[src/rtl/uart_irq_pkg.sv]
package uart_irq_pkg;

  // Number of bit-time ticks of silence before a delayed receive interrupt.
  function automatic int dly_ticks(input int chars, input int bits_per_char, input int extra_bits);
    return chars * bits_per_char + extra_bits;
  endfunction

  // Counter width able to hold the value n.
  function automatic int cnt_width(input int n);
    return (n < 2) ? 1 : $clog2(n + 1);
  endfunction

endpackage

[src/rtl/uart_irq_evt.sv]
module uart_irq_evt (
  input  logic en_tx_irq,
  input  logic en_rx_irq,
  input  logic en_rx_delay,
  input  logic en_brk_irq,
  input  logic en_shift_irq,
  input  logic tx_enable,
  input  logic rx_enable,
  input  logic ev_rx_char,
  input  logic ev_rx_err,
  input  logic ev_rx_break,
  input  logic ev_txfifo_drained,
  input  logic ev_shift_empty,
  output logic tx_pulse,
  output logic rx_pulse,
  output logic brk_pulse,
  output logic shift_pulse
);
  logic rx_done;

  always_comb begin
    rx_done     = ev_rx_char | ev_rx_err;
    tx_pulse    = en_tx_irq & tx_enable & ev_txfifo_drained;
    // Immediate receive interrupt only outside delayed mode.
    rx_pulse    = en_rx_irq & rx_enable & ~en_rx_delay & rx_done;
    // Break: its own enable always wins; otherwise it falls back to the
    // receive enable, but only when delayed mode is off.
    brk_pulse   = rx_enable & ev_rx_break & (en_brk_irq | (en_rx_irq & ~en_rx_delay));
    shift_pulse = en_shift_irq & ev_shift_empty;
  end
endmodule

[src/rtl/uart_irq_level.sv]
module uart_irq_level (
  input  logic en_txfifo_irq,
  input  logic en_rxfifo_irq,
  input  logic tx_enable,
  input  logic rx_enable,
  input  logic txfifo_below_half,
  input  logic rxfifo_at_half,
  output logic txlvl,
  output logic rxlvl
);
  always_comb begin
    txlvl = en_txfifo_irq & tx_enable & txfifo_below_half;
    rxlvl = en_rxfifo_irq & rx_enable & rxfifo_at_half;
  end
endmodule

[src/rtl/uart_irq_rxdelay.sv]
module uart_irq_rxdelay #(
  parameter int TMO   = 44,
  parameter int CNT_W = 6
) (
  input  logic clk,
  input  logic rst_n,
  input  logic arm,      // delayed mode active and receive interrupts enabled
  input  logic rx_done,  // a character completed
  input  logic tick,     // one bit time elapsed
  input  logic flush,    // receive FIFO level interrupt active
  output logic pending,
  output logic fire
);
  localparam logic [CNT_W-1:0] LOAD = CNT_W'(TMO);
  localparam logic [CNT_W-1:0] ONE  = CNT_W'(1);

  logic [CNT_W-1:0] cnt;
  logic             restart;

  always_comb begin
    restart = arm & rx_done;
    fire    = pending & arm & ~flush & ~restart & tick & (cnt == ONE);
  end

  always_ff @(posedge clk or negedge rst_n) begin
    if (!rst_n) begin
      pending <= 1'b0;
      cnt     <= '0;
    end else if (!arm || flush) begin
      pending <= 1'b0;
    end else if (restart) begin
      pending <= 1'b1;
      cnt     <= LOAD;
    end else if (fire) begin
      pending <= 1'b0;
    end else if (pending && tick) begin
      cnt     <= cnt - ONE;
    end
  end
endmodule

[src/rtl/uart_irq_combiner.sv]
module uart_irq_combiner #(
  parameter int BITS_PER_CHAR = 10,
  parameter int DLY_CHARS     = 4,
  parameter int DLY_BITS      = 4
) (
  input  logic clk,
  input  logic rst_n,
  input  logic en_tx_irq,
  input  logic en_rx_irq,
  input  logic en_txfifo_irq,
  input  logic en_rxfifo_irq,
  input  logic en_rx_delay,
  input  logic en_brk_irq,
  input  logic en_shift_irq,
  input  logic tx_enable,
  input  logic rx_enable,
  input  logic ev_rx_char,
  input  logic ev_rx_err,
  input  logic ev_rx_break,
  input  logic ev_txfifo_drained,
  input  logic ev_shift_empty,
  input  logic txfifo_below_half,
  input  logic rxfifo_at_half,
  input  logic bit_tick,
  output logic irq_out
);
  import uart_irq_pkg::*;

  localparam int TMO   = dly_ticks(DLY_CHARS, BITS_PER_CHAR, DLY_BITS);
  localparam int CNT_W = cnt_width(TMO);

  // Named internal events, visible to the bound checker.
  logic tx_pulse_w, rx_pulse_w, brk_pulse_w, shift_pulse_w;
  logic txlvl_w, rxlvl_w;
  logic dly_pending_w, dly_fire_w;
  logic dly_arm_w;
  logic irq_next;

  uart_irq_evt i_evt (
    .en_tx_irq         (en_tx_irq),
    .en_rx_irq         (en_rx_irq),
    .en_rx_delay       (en_rx_delay),
    .en_brk_irq        (en_brk_irq),
    .en_shift_irq      (en_shift_irq),
    .tx_enable         (tx_enable),
    .rx_enable         (rx_enable),
    .ev_rx_char        (ev_rx_char),
    .ev_rx_err         (ev_rx_err),
    .ev_rx_break       (ev_rx_break),
    .ev_txfifo_drained (ev_txfifo_drained),
    .ev_shift_empty    (ev_shift_empty),
    .tx_pulse          (tx_pulse_w),
    .rx_pulse          (rx_pulse_w),
    .brk_pulse         (brk_pulse_w),
    .shift_pulse       (shift_pulse_w)
  );

  uart_irq_level i_lvl (
    .en_txfifo_irq     (en_txfifo_irq),
    .en_rxfifo_irq     (en_rxfifo_irq),
    .tx_enable         (tx_enable),
    .rx_enable         (rx_enable),
    .txfifo_below_half (txfifo_below_half),
    .rxfifo_at_half    (rxfifo_at_half),
    .txlvl             (txlvl_w),
    .rxlvl             (rxlvl_w)
  );

  assign dly_arm_w = en_rx_delay & en_rx_irq & rx_enable;

  uart_irq_rxdelay #(.TMO(TMO), .CNT_W(CNT_W)) i_dly (
    .clk     (clk),
    .rst_n   (rst_n),
    .arm     (dly_arm_w),
    .rx_done (ev_rx_char | ev_rx_err),
    .tick    (bit_tick),
    .flush   (rxlvl_w),
    .pending (dly_pending_w),
    .fire    (dly_fire_w)
  );

  assign irq_next = tx_pulse_w | rx_pulse_w | brk_pulse_w | shift_pulse_w
                  | txlvl_w | rxlvl_w | dly_fire_w;

  always_ff @(posedge clk or negedge rst_n) begin
    if (!rst_n) irq_out <= 1'b0;
    else        irq_out <= irq_next;
  end
endmodule

[config.mk]
export PLATFORM = sky130hd
export DESIGN_NAME = uart_irq_combiner
export DESIGN_NICKNAME = d
export VERILOG_FILES = /design/src/rtl/uart_irq_pkg.sv /design/src/rtl/uart_irq_evt.sv /design/src/rtl/uart_irq_level.sv /design/src/rtl/uart_irq_rxdelay.sv /design/src/rtl/uart_irq_combiner.sv
export SDC_FILE = /design/constraint.sdc
export NUM_CORES = 1
export LEC_CHECK = 0
export BUFFER_PORTS_ARGS = -buffer_cell sky130_fd_sc_hd__buf_4
export CAP_MARGIN = 10
export CORE_MARGIN = 3
export CORE_UTILIZATION = 40
export DETAILED_ROUTE_END_ITERATION = 8
export PLACE_DENSITY = 0.69
export SETUP_SLACK_MARGIN = 0.1
export SYNTH_ARGS = -nofsm -noshare
export SYNTH_HDL_FRONTEND = slang
export SYNTH_SLANG_ARGS = --single-unit
[constraint.sdc]
create_clock -name clk -period 1.5 [get_ports clk]
set_clock_uncertainty 0.1 [all_clocks]
set_input_delay 0.075 -clock clk [delete_from_list [all_inputs] [get_ports clk]]
set_output_delay 0.075 -clock clk [all_outputs]
set_load 0.01 [all_outputs]
==> metrics.md, run 1 <==
| Metric | Value |
|---|---|
| Status | finished, violations left |
| Failing checks | negative setup slack |
| CTS tree | yes |
| Cts bufs inserted | 3 |
| Final period utilization | 109% |
| First-pass GRT wire length | 2.36 mm |
| Fin. Hold Viols | 0 |
| R2r startpoint | i_dly.cnt[1] |
| Post-synthesis register bit count | 8 |
| Crit path DAT | 1.68 ns |
| Share of the synthesized area in the top cell type | 37.4% |
| Most common library cells after synthesis | dfrtp_1 (8), a31oi_1 (7), nor3_1 (4) |
| Reg2Reg Depth | 6 |
| Maximum clock frequency | 614 MHz |
| Vias | 614 |
| Hold Path Class | in2reg |
| Max-cap viol count | 0 |
| Antenna violations before repair | 0 |
| RSZ-0062 raised after global routing | true |
| Fin crit period | 1.63 ns |
| Final Max Tran Viols | 0 |
| Most used DFF post-synth | dfrtp_1 |
| Pwr Total | 1.13 mW |
| Per-cell routed wire length | 16.3 um |
| Crit end category | flop |
| Critical Path End | i_dly.cnt[0] |
| Most common cell in the netlist | dfrtp_1 |
| WL final | 1.79 mm |
| Peak supply drop | 0.000924 V |
| Share of synthesized flip-flops with an asynchronous set or reset | 100% |
| Post-Place Worst Slack | -0.126 ns |
| Area delta synth->final | 76.6% |
| Fin util | 79.7% |
| Net Count, Synth | 73 |
| Synth top area cells | dfrtp_1 (37%), a31oi_1 (8.2%), ha_1 (4.7%) |
| CP Launch Point | i_dly.cnt[1] |
| Initial Utilization | 45.1% |
| Final Setup Violations | 8 |
| Gr ovfl total | 0 |
| Largest net degree at the start of global routing | 9 |
| IO Pins | 20 |
| Crit path max fanout | 5 |
| Filler cells | 84 |
| Clk Latency, worst-skew pair | 0.27 ns |
| Chip height | 42.6 um |
| First-pass iteration count of the detailed router | 4 |
| CP required | 1.55 ns |
| Synth Instances | 52 |
| # diodes | 0 |
| Tightest Pin Transition | 0.396 ns |
| Worst hold slack | 0.00243 ns |
| Iter 0 DRT Violations | 15 |
| Share of cells above drive strength 1 | 55.2% |
| Leakage power | 0.442 nW |
| Die area | 0.00181 mm^2 |
| Critical path type | reg2reg |
| Drc violations | 0 |
| Final WS setup | -0.130 ns |
| Area of the multi-input gates | 368 um^2 |
| All-Layer GR Usage | 18.2% |
| Post-synthesis cell type count | 29 |
| Rows | 12 |
| R2r setup slk | -0.13 ns |
| Chip width | 42.6 um |
| PortBufs | 19 |
| Cell area after synthesis | 536 um^2 |
| Reg2reg end | i_dly.cnt[0] |
| Seq/Total Area, Yosys | 37.4% |
| Post-DRT Antenna Nets | 0 |
| DP HPWL | 1.13 mm |
| H-tree lvl count | 1 |
| Placer's final routability congestion estimate | 0.861 |
| Root buf cell | clkbuf_4 |
| Synth area leader | dfrtp_1 |
| Worst setup SP type | flop |
| Max-slew headroom | 73.5% |
| Avg Inst Size Synth | 10.3 um^2 |
| Max Root-Sink Buffers | 2 |
| Pwr per Cell Area | 1190 mW/mm^2 |
| EDFF count, synth | 0 |
| Clock transition at the registers of the reported paths | 0.05 ns |
| Vias per cell | 5.58 |
| Storage element area | 201 um^2 |
| Number of nets in the layout | 119 |
| Core Box Area | 0.00119 mm^2 |
| Vias in the first global route | 569 |
| Yosys warnings | 0 |
| Clock sink count | 8 |
==> cells by family (layout without fill, tap and decap cells) <==
| family | after synthesis | after routing | share of synthesized area, % |
|---|---|---|---|
| buffers and inverters | 3 | 47 | 2.10 |
| AOI/OAI and AO/OA | 20 | 20 | 31.5 |
| and+or+nand+nor | 17 | 17 | 19.4 |
| adders and majority gates | 2 | 2 | 4.67 |
| muxes | 2 | 2 | 4.91 |
| DFF | 8 | 8 | 37.4 |
==> layout make-up <==
class | count | area share, %
Multi-Input combinational cell | 41 | 38.9
Timing Repair Buffer | 41 | 34.4
Sequential cell | 8 | 21.3
Clock buffer | 3 | 2.38
Tap cell | 14 | 1.85
Inverter | 3 | 1.19
==> routing by layer <==
metal | up-vias | GRT usage [%] | wire length (um)
li1 | 301 | - | -
met1 | 302 | 18.8 | 722
met2 | 7 | 31.9 | 968
met3 | 4 | 7.73 | 53
met4 | 0 | 7.45 | 49
met5 | - | 0 | 0
==> what timing repair did <==
action	in CTS	in global routing
pin swaps	3	2
hold endpoints to repair	9	0
endpoints found under the setup margin	7	8
resized for setup	3	9
hold buffers	4	0
setup buffers	3	3
==> critical path: stages, from the launching register on <==
cell and delay [ns]:
dfrtp_1 0.39, inv_2 0.08, ha_4 0.12, and4b_2 0.27
nand3_4 0.10, and3_4 0.19, mux2_4 0.25
==> power by group <==
group	switching, mW	internal, mW
Combinational	0.262	0.339
Clock	0.0829	0.0922
Sequential	0.0576	0.294
==> worst min path at each step <==
| stage | endpoint | from | depth (start not counted) | slack, ns |
|---|---|---|---|---|
| 4_1_cts | irq_out | rx_enable | 3 | 0.008 |
| 2_1_floorplan | i_dly.cnt[0] | rst_n | 0 | -0.32 |
| 3_5_place_dp | irq_out | rst_n | 1 | -0.20 |
| 5_1_grt | irq_out | rx_enable | 3 | 0.02 |
| 3_3_place_gp | irq_out | rst_n | 1 | -0.20 |
| 6_report | irq_out | rx_enable | 3 | 0.002 |
==> sequential cells by signal (all words and copies together) (netlist names) <==
signal / count
i_dly.cnt: 6
i_dly.pending: 1
irq_out: 1
==> metrics by stage <==
step | instance area, um^2 | std cells | setup TNS [ns]
final | 946 | 110 | -0.590
after detailed placement | 786 | 97 | -0.424
after global placement | 786 | 97 | -0.0997
after CTS | 883 | 107 | -0.243
after global routing | 946 | 110 | -1.02
after floorplan | 536 | 52 | -0.191
==> placed cells by master (no fill, tap or decap), types with 2 or more instances in the layout <==
cell type	count
nand3_1	2
a31oi_1	7
dlygate4sd3_1	4
buf_6	2
inv_1	2
dfrtp_1	7
buf_4	35
nor3_1	4
a22o_1	2
clkbuf_4	3
nor2_1	2
ha_4	2
nand2_1	2
Note: power is estimated with default switching activity, not from simulation.
==> run 2: changes to the inputs <==
Settings changed: ABC_CLOCK_PERIOD_IN_PS set to 2060, PLACE_DENSITY 0.69 to 0.66.
Clock period 1.5 ns to 2.06 ns, I/O delays scaled along.
==> metrics.md, run 2 (synthesized netlist as in run 1, its figures left out) <==
| Metric | Value |
|---|---|
| Top Family by Delay on Critical Path | simple AND/OR/NAND/NOR gates |
| Max Used Layer | met4 |
| Status | finished, violations left |
| Clk Latency, worst-skew pair | 0.26 ns (about the same) |
| Chip height | 42.6 um (unchanged) |
| Chip width | 42.6 um (unchanged) |
| Max Root-Sink Buffers | 2 (unchanged) |
| Max-cap viol count | 0 (unchanged) |
| Switching portion of total power | 36.6% (+0.94 points) |
| Max-slew headroom | 75.4% (+1.9 points) |
| CTS resizes | 0 (-3) |
| Worst hold slack | -0.00614 ns (-0.00857 ns) |
| Vias | 522 (-15%) |
| Number of nets in the layout | 98 (-18%) |
| Final Max Tran Viols | 0 (unchanged) |
| Cts bufs inserted | 3 (unchanged) |
| Crit path DAT | 1.77 ns (+0.09 ns) |
| Pwr Total | 623 uW (-45%) |
| Buf+Inv Stages, Crit Path | 1 (unchanged) |
| Max reg flops | 6 (unchanged) |
| First-pass iteration count of the detailed router | 4 (unchanged) |
| Cell count of the worst hold path | 3 (unchanged) |
| Commonest non-fill, non-tap cell in the layout | buf_4 |
| Pwr per Cell Area | 856 mW/mm^2 (-28%) |
| Gr ovfl total | 0 (unchanged) |
| Clock sink count | 8 (unchanged) |
| Post-DRT Antenna Nets | 0 (unchanged) |
| IO Pins | 20 (unchanged) |
| H-tree lvl count | 1 (unchanged) |
| PortBufs | 19 (unchanged) |
| Area delta synth->final | 36.0% |
| Initial Utilization | 45.1% (unchanged) |
| Critical path type | reg2reg |
| Final period utilization | 83.9% (-25 points) |
| Largest net degree at the start of global routing | 9 (unchanged) |
| Antenna violations before repair | 0 (unchanged) |
| DR WL met3 | 89 um (+68%) |
| Leakage power | 0.339 nW (-23%) |
| First-pass GRT wire length | 2.16 mm (-8.5%) |
| Drc violations | 0 (unchanged) |
| Peak supply drop | 0.000449 V (-51%) |
| Switch Pwr | 228 uW (-43%) |
| Dpl cells | 85 (-12%) |
| Vias per cell | 5.87 (+5.1%) |
| Worst path max stage delay | 0.41 ns (+0.02 ns) |
| Sequential power share | 45.1% (+14 points) |
| Fin crit period | 1.73 ns (+0.0986 ns) |
| WL final | 1.26 mm (-30%) |
| Hold Buf Count CTS | 1 (-3) |
| R2r setup slk | 0.33 ns (+0.46 ns) |
| CTS tree | yes |
| RSZ-0062 raised after global routing | false |
| Final Setup Violations | 0 (-8) |
| R2r startpoint | i_dly.cnt[1] |
| CP required | 2.10 ns (+0.55 ns) |
| Core Box Area | 0.00119 mm^2 (unchanged) |
| Power share of the clock group | 20.1% (+4.6 points) |
| Clock transition at the registers of the reported paths | 0.06 ns (about the same) |
| Final non-filler cell total | 89 (-19%) |
| Vias in the first global route | 460 (-19%) |
| Iter 0 DRT Violations | 13 (-2) |
| CP max stage cell | dfrtp_1 |
| Worst Min Path Start | tx_enable |
| DP HPWL | 1.00 mm (-12%) |
| Worst setup SP type | flop |
| Setup Fix Bufs, Post-CTS | 0 (-3) |
| Biggest register | i_dly.cnt |
| Crit path max fanout | 7 (+2) |
| Per-cell routed wire length | 14.1 um (-13%) |
| Placer's final routability congestion estimate | 0.835 (-3.0%) |
| Rows | 12 (unchanged) |
| CP cell instances | inv_1 > ha_1 > and4b_1 > nand3_2 > and3_4 > mux2_4 |
| Reg2Reg Depth | 6 (unchanged) |
| Hold EP | irq_out |
| Fin. Hold Viols | 1 (+1) |
| Top Registers | i_dly.cnt (6), i_dly.pending (1), irq_out (1) |
| Root buf cell | clkbuf_4 |
| Hold Path Class | in2reg |
| Die area | 0.00181 mm^2 (unchanged) |
| Share of cells above drive strength 1 | 37.3% (-18 points) |
| Reg2reg end | i_dly.cnt[0] |
| Met2 routed WL | 582 um (-40%) |
| Crit end category | flop |
| Power Internal | 395 uW (-46%) |
| M1 wire length | 570 um (-21%) |
| Commonest non-fill, non-tap cells in the layout | buf_4 (19), dfrtp_1 (8), a31oi_1 (7), nor3_1 (4) |
| Tightest Pin Transition | 0.367 ns (-0.0290 ns) |
| Comb pwr share | 34.8% (-18 points) |
| Maximum clock frequency | 579 MHz (-5.7%) |
| Failing checks | negative hold slack |
| # diodes | 0 (unchanged) |
| All-Layer GR Usage | 15.7% (-2.5 points) |
| Setup tns final | 0 ns (+0.590 ns) |
run 2: cell types whose count changed in the layout (fill, tap and decap cells not counted), moves of 2 or more:
cell,delta
ha_4,-2
buf_6,-2
ha_1,+2
buf_4,-16
dlygate4sd3_1,-3
run 2: power by group through the flow:
stage          Combinational, mW  Clock [mW]  Sequential [mW]
2_1_floorplan              0.149           0            0.263
3_3_place_gp               0.216           0            0.281
3_5_place_dp               0.216           0            0.280
4_1_cts                    0.216       0.126            0.280
5_1_grt                    0.241       0.141            0.290
6_report                   0.217       0.125            0.281
run 2: worst max path at each step:
stage	start	endpoint	slack, ns	cells after the start
global route	i_dly.cnt[1]	i_dly.cnt[0]	0.23	6
CTS	i_dly.cnt[1]	i_dly.cnt[0]	0.33	6
detailed placement	i_dly.cnt[1]	i_dly.cnt[0]	0.35	6
floorplan	i_dly.cnt[1]	i_dly.cnt[0]	0.46	6
global placement	i_dly.cnt[1]	i_dly.cnt[0]	0.40	6
finish	i_dly.cnt[1]	i_dly.cnt[0]	0.33	6
run 2: area by class of cell:
| type | count | area, um^2 |
|---|---|---|
| Timing Repair Buffer | 20 | 153 |
| Fill cell | 107 | 458 |
| Tap cell | 14 | 17.5 |
| Sequential cell | 8 | 200 |
| Inverter | 3 | 11.3 |
| Clock buffer | 3 | 22.5 |
| Multi-Input combinational cell | 41 | 324 |
run 2: stage by stage:
stage | worst slack [ns] | hold WS [ns] | cell area, um^2 | util [%]
after CTS | 0.334 | 0.00279 | 728 | 61.4
after floorplan | 0.462 | -0.293 | 536 | -
after global placement | 0.399 | -0.173 | 696 | 58.6
after global routing | 0.228 | 0.0226 | 728 | 61.4
final | 0.331 | -0.00614 | 728 | 61.4
after detailed placement | 0.349 | -0.172 | 696 | 58.6
run 2: worst reg2reg max path, cell delays in order (launching register included):
cell	delay (ns)
dfrtp_1	0.41
inv_1	0.09
ha_1	0.13
and4b_1	0.23
nand3_2	0.15
and3_4	0.24
mux2_4	0.25
run 2: metal layers:
| metal | track usage [%] | vias to the layer above |
|---|---|---|
| met3 | 5.15 | 2 |
| li1 | - | 260 |
| met2 | 21.6 | 18 |
| met5 | 0 | - |
| met4 | 3.73 | 0 |
| met1 | 23.4 | 242 |
